<file path="src/rtl/nco_pkg.sv">
package nco_pkg;

    localparam int PHASE_W_DEF = 20;

    typedef enum logic [1:0] {
        NCO_IDLE  = 2'd0,
        NCO_RUN   = 2'd1,
        NCO_CLEAR = 2'd2
    } nco_mode_e;

    function automatic nco_mode_e nco_decode(input logic enable, input logic clear);
        nco_mode_e m;
        if (clear)
            m = NCO_CLEAR;
        else if (enable)
            m = NCO_RUN;
        else
            m = NCO_IDLE;
        return m;
    endfunction

endpackage

</file>
<file path="src/rtl/nco_phase_acc.sv">
module nco_phase_acc
    import nco_pkg::*;
#(
    parameter int W = PHASE_W_DEF
) (
    input  logic         clk,
    input  logic         rst,
    input  nco_mode_e    mode,
    input  logic [W-1:0] step,
    output logic         wrap
);

    localparam int SUM_W = W + 1;

    logic [W-1:0]     phase_q;
    logic [SUM_W-1:0] sum_w;

    assign sum_w = {1'b0, phase_q} + {1'b0, step};
    assign wrap  = (mode == NCO_RUN) && sum_w[W];

    always_ff @(posedge clk) begin
        if (rst || mode == NCO_CLEAR)
            phase_q <= '0;
        else if (mode == NCO_RUN)
            phase_q <= sum_w[W-1:0];
    end

    // phase advances by the step modulo 2^W
    p_phase_step_r2: assert property (@(posedge clk) disable iff (rst)
        (mode == NCO_RUN) |=> (phase_q == W'($past(phase_q) + $past(step))));

    // phase frozen while idle
    p_phase_hold_r4: assert property (@(posedge clk) disable iff (rst)
        (mode == NCO_IDLE) |=> $stable(phase_q));

    // clear zeroes the phase
    p_phase_clear_r5: assert property (@(posedge clk) disable iff (rst)
        (mode == NCO_CLEAR) |=> (phase_q == '0));

endmodule

</file>
<file path="src/rtl/nco_fixed_duty.sv">
module nco_fixed_duty
    import nco_pkg::*;
(
    input  logic      clk,
    input  logic      rst,
    input  nco_mode_e mode,
    input  logic      wrap,
    output logic      level
);

    always_ff @(posedge clk) begin
        if (rst || mode != NCO_RUN)
            level <= 1'b0;
        else if (wrap)
            level <= ~level;
    end

    // a carry flips the level
    p_flip_on_wrap_r3: assert property (@(posedge clk) disable iff (rst)
        (mode == NCO_RUN && wrap) |=> (level != $past(level)));

    // no carry, no change
    p_no_overflow_r3: assert property (@(posedge clk) disable iff (rst)
        (mode == NCO_RUN && !wrap) |=> $stable(level));

    // output low when not running
    p_low_when_stopped_r4: assert property (@(posedge clk) disable iff (rst)
        (mode != NCO_RUN) |=> !level);

endmodule

</file>
<file path="src/rtl/nco_clkgen.sv">
module nco_clkgen
    import nco_pkg::*;
#(
    parameter int PHASE_W = PHASE_W_DEF
) (
    input  logic               clk,
    input  logic               rst,
    input  logic               run_en,
    input  logic               phase_clr,
    input  logic [PHASE_W-1:0] tune_word,
    output logic               clk_out
);

    nco_mode_e mode;
    logic      wrap;

    assign mode = nco_decode(run_en, phase_clr);

    nco_phase_acc #(.W(PHASE_W)) u_acc (
        .clk  (clk),
        .rst  (rst),
        .mode (mode),
        .step (tune_word),
        .wrap (wrap)
    );

    nco_fixed_duty u_duty (
        .clk   (clk),
        .rst   (rst),
        .mode  (mode),
        .wrap  (wrap),
        .level (clk_out)
    );

    // zero word never moves the output while running
    p_zero_word_static_r6: assert property (@(posedge clk) disable iff (rst)
        (run_en && !phase_clr && tune_word == '0) |=> $stable(clk_out));

    // output low right after reset
    p_reset_low_r1: assert property (@(posedge clk)
        rst |=> !clk_out);

endmodule

</file>
<file path="config.mk">
export PLATFORM = sky130hd
export DESIGN_NAME = nco_clkgen
export DESIGN_NICKNAME = d
export VERILOG_FILES = /design/src/rtl/nco_pkg.sv /design/src/rtl/nco_phase_acc.sv /design/src/rtl/nco_fixed_duty.sv /design/src/rtl/nco_clkgen.sv
export SDC_FILE = /design/constraint.sdc
export NUM_CORES = 1
export LEC_CHECK = 0
export ABC_CLOCK_PERIOD_IN_PS = 2730
export BUFFER_PORTS_ARGS = -buffer_cell sky130_fd_sc_hd__buf_2
export CORE_ASPECT_RATIO = 0.9
export CORE_MARGIN = 1.5
export CORE_UTILIZATION = 25
export CTS_BUF_LIST = sky130_fd_sc_hd__clkbuf_16
export DETAILED_ROUTE_END_ITERATION = 7
export GPL_ROUTABILITY_DRIVEN = 0
export GPL_TIMING_DRIVEN = 1
export PLACE_DENSITY = 0.51
export SLEW_MARGIN = 20
export SYNTH_ARGS = -nofsm -noshare
export SYNTH_HDL_FRONTEND = slang
export SYNTH_SLANG_ARGS = --single-unit
</file>
<file path="constraint.sdc">
create_clock -name clk -period 2.73 [get_ports clk]
set_input_delay 0.273 -clock clk [delete_from_list [all_inputs] [get_ports clk]]
set_output_delay 0.273 -clock clk [all_outputs]
set_load 0.02 [all_outputs]
</file>
==> flow_summary.yaml <==
clock_network:
  cts.path.max_buffers: 2
  clkTransAtPathRegs_ns: 0.06
  cts_inserted_buffers: 3
  clk_latency_ns: 0.26
  cts_hold_buffers: 0
  cts_tree: "done"
  cts_sinks: 21
  root_buffer: "clkbuf_16"
  post_cts_buffers: 0
  post_cts_resized: 0
  cts_max_level: 1
worst_setup_path:
  cpMaxStageDelayCell: "fa_1"
  regToRegSetupSlack_ns: 0.20
  rr_worst_depth: 10
  path_max_fanout: 3
  critPathCaptureType: "register"
  reg2reg_to: "u_duty.level$_SDFFE_PP0P_"
  startpoint_type: "register"
  critical_path_required_ns: 2.88
  worst_path_dominant_cell_family: "compound AO/OA/AOI/OAI gates"
  critical_path_buf_inv_count: 0
  crit_type: "reg -> reg"
  r2r_start: "u_acc.phase_q[0]$_SDFFE_PP0N_"
  crit_path_max_incr_delay_ns: 0.42
  crit_chain: "ha_1, fa_1, a21oi_2, o221ai_2, nand3_1, nand2_2, a2bb2oi_2, a41oi_1, a21oi_1, mux2_1"
  critical_path_arrival_ns: 2.67
floorplanning:
  core-area_um2: 6660
  pin_count: 25
  initial_core_util_pct: 26.1
  die_area_um2: 7460
  die_y_um: 82.1
  rows: 28
  die-width_um: 90.9
hold_path:
  worst_hold_path_type: "in -> reg"
  worstHoldEndpoint: "u_acc.phase_q[0]$_SDFFE_PP0N_"
  holdCritStartpoint: "tune_word[0]"
  hold_depth: 4
global_route:
  top_usage_layer: "met2"
  use_met1_pct: 15.5
  antenna_found_initial: 0
  grt_pass1_wl_mm: 6.51
  met2_usage_pct: 16.9
  use_met3_pct: 1.37
  grt_pass1_vias: 1374
  grt.overflow.total: 0
  grt_use_total_pct: 10.9
  grt_max_degree: 20
synth:
  synth_compound_area_share_pct: 27.2
  muxShareOfSynthArea_pct: 6.98
  synth_flop_cell: "dfxtp_1"
  seq_area_frac_synth_pct: 24.2
  async_flop_share_pct: 0
  avgSynthCellArea_um2: 8.69
  synth_fa_ha_area_share_pct: 15.6
  ys_warn_count: 0
  syn_inst: 200
  synth.distinct_cells: 48
  synth_area_leaders: "dfxtp_1, ha_1, mux2i_1"
  synth_area_um2: 1740
  synthesis.nets: 245
  yosysTopAreaCell: "dfxtp_1"
  netlist.area_leader.share_pct: 24.2
  yosys.area_share.simple_pct: 15.6
  synth_edf_count: 0
  ys_seq_elements: 21
  synth_top_family_by_area: "compound AO/OA/AOI/OAI gates"
  synth-xor-area-share_pct: 8.06
pwr:
  p_sw_mw: 0.260
  p_int_mw: 0.623
  pwr-share-comb_pct: 26.1
  p_leak_nw: 0.919
  powerDensity_nw_per_um2: 435
  p_clk_share_pct: 36.7
  swShare_pct: 29.4
  power_mw: 0.883
  peakVddDrop_v: 0.000212
  power_frac_seq_pct: 37.2
flow_run:
  drv_cap: 0
layout:
  area_delta_synth_final_pct: 16.8
  num-fill-cells: 740
  final_area_um2: 2030
  layout_commonest_cell: "nor2_1"
  most-common-layout-cells: "nor2_1, buf_2, dfxtp_1"
  multiInputGateArea_um2: 1280
  register_area_um2: 420
  stdcell_count: 312
  final_nets: 268
  final_layout_size_suffix_gt1_share_pct: 20.7
  diodes: 0
sta:
  setup_viol: 0
  slew_violations: 0
  fmax_ghz: 0.396
  final.setup.tns_ns: 0
  min_period_ns: 2.53
  slew_headroom_pct: 68.3
  hold_violations: 0
  tightest_slew_ns: 0.463
  rsz0062_at_grt: "false"
  min_period_over_period_pct: 92.5
  skew_ns: 0.00277
detailed_routing:
  viasPerCell: 4.73
  drt_first_pass_iters: 4
  vias: 1476
  drc: 0
  drt-wirelength-per-cell_um: 12.5
  drt_wl_total_mm: 3.91
  drt_iter0_drc: 60
  antenna_left: 0
outcome:
  outcome: "complete, no violations"
placement:
  placedCellCount: 308
  place_hpwl_mm: 3.05
  dpl_cell_area_um2: 1950
  portBuffers: 24
metrics by stage:
step                      utilization [%]  hold slack, ns  setup WS, ns
after CTS                            30.5           0.380         0.143
after floorplan                         -           0.461         0.397
after global placement               29.2           0.480         0.126
final                                30.5           0.379         0.204
after detailed placement             29.2           0.492        0.0911
after global routing                 30.5           0.420        0.0271
per-layer routing:
layer / wire (um) / vias up
li1: - / 785
met1: 2210 / 669
met2: 1580 / 18
met3: 68 / 4
met4: 57 / 0
met5: 0 / -
worst max path at each step:
stage                                        from                         to  slack [ns]  cells past startpoint
global route        u_acc.phase_q[0]$_SDFFE_PP0N_  u_duty.level$_SDFFE_PP0P_        0.03                     10
finish              u_acc.phase_q[0]$_SDFFE_PP0N_  u_duty.level$_SDFFE_PP0P_        0.20                     10
global placement                     tune_word[0]  u_duty.level$_SDFFE_PP0P_        0.13                     11
CTS                 u_acc.phase_q[0]$_SDFFE_PP0N_  u_duty.level$_SDFFE_PP0P_        0.14                     10
floorplan           u_acc.phase_q[0]$_SDFFE_PP0N_  u_duty.level$_SDFFE_PP0P_        0.40                     10
detailed placement                   tune_word[0]  u_duty.level$_SDFFE_PP0P_        0.09                     11
power by group through the flow:
stage	Combinational (mW)	Sequential (mW)	Clock, mW
finish	0.231	0.328	0.324
global route	0.258	0.330	0.343
CTS	0.231	0.328	0.335
detailed placement	0.229	0.335	0
global placement	0.231	0.335	0
floorplan	0.179	0.333	0
worst register-to-register path: cells and delay by family (launching register included):
family	cells	cell delay, ns
AO/OA/AOI/OAI	5	0.93
adder cells (fa/ha/maj)	2	0.64
flip-flops	1	0.31
multiplexers	1	0.31
AND/OR/NAND/NOR	2	0.21
synthesized netlist by cell type (2+ instances only):
| master | instances |
|---|---|
| a211o_1 | 3 |
| a211oi_1 | 4 |
| a21o_1 | 5 |
| a21oi_1 | 15 |
| a31oi_1 | 4 |
| and2b_1 | 2 |
| buf_1 | 2 |
| clkbuf_1 | 3 |
| dfxtp_1 | 21 |
| ha_1 | 20 |
| inv_1 | 3 |
| mux2i_1 | 11 |
| nand2_1 | 6 |
| nand3_1 | 6 |
| nand3b_1 | 3 |
| nor2_1 | 25 |
| nor2b_1 | 3 |
| nor3_1 | 2 |
| o211ai_1 | 3 |
| o211ai_2 | 2 |
| o21a_1 | 5 |
| o21ai_0 | 9 |
| o21bai_2 | 2 |
| or2_2 | 3 |
| xnor2_1 | 9 |
| xor2_1 | 7 |
state kept, by name, summed over array words and instances, names as in the netlist:
name	flops
u_acc.phase_q	20
u_duty.level	1
logic make-up after synthesis:
logic type,Yosys count
compound gates,64
simple gates,56
fa+ha+maj,21
flops,21
xor+xnor,16
mux,12
buf+inv,10
final cells by class:
cell class                      instances  area share [%]
Multi-Input combinational cell        169            63.0
Sequential cell                        21            20.7
Timing Repair Buffer                   25            6.28
Tap cell                               90            5.55
Clock buffer                            3            3.70
Inverter                                3           0.555
Clock inverter                          1           0.246
(Power assumes the default switching activity.)
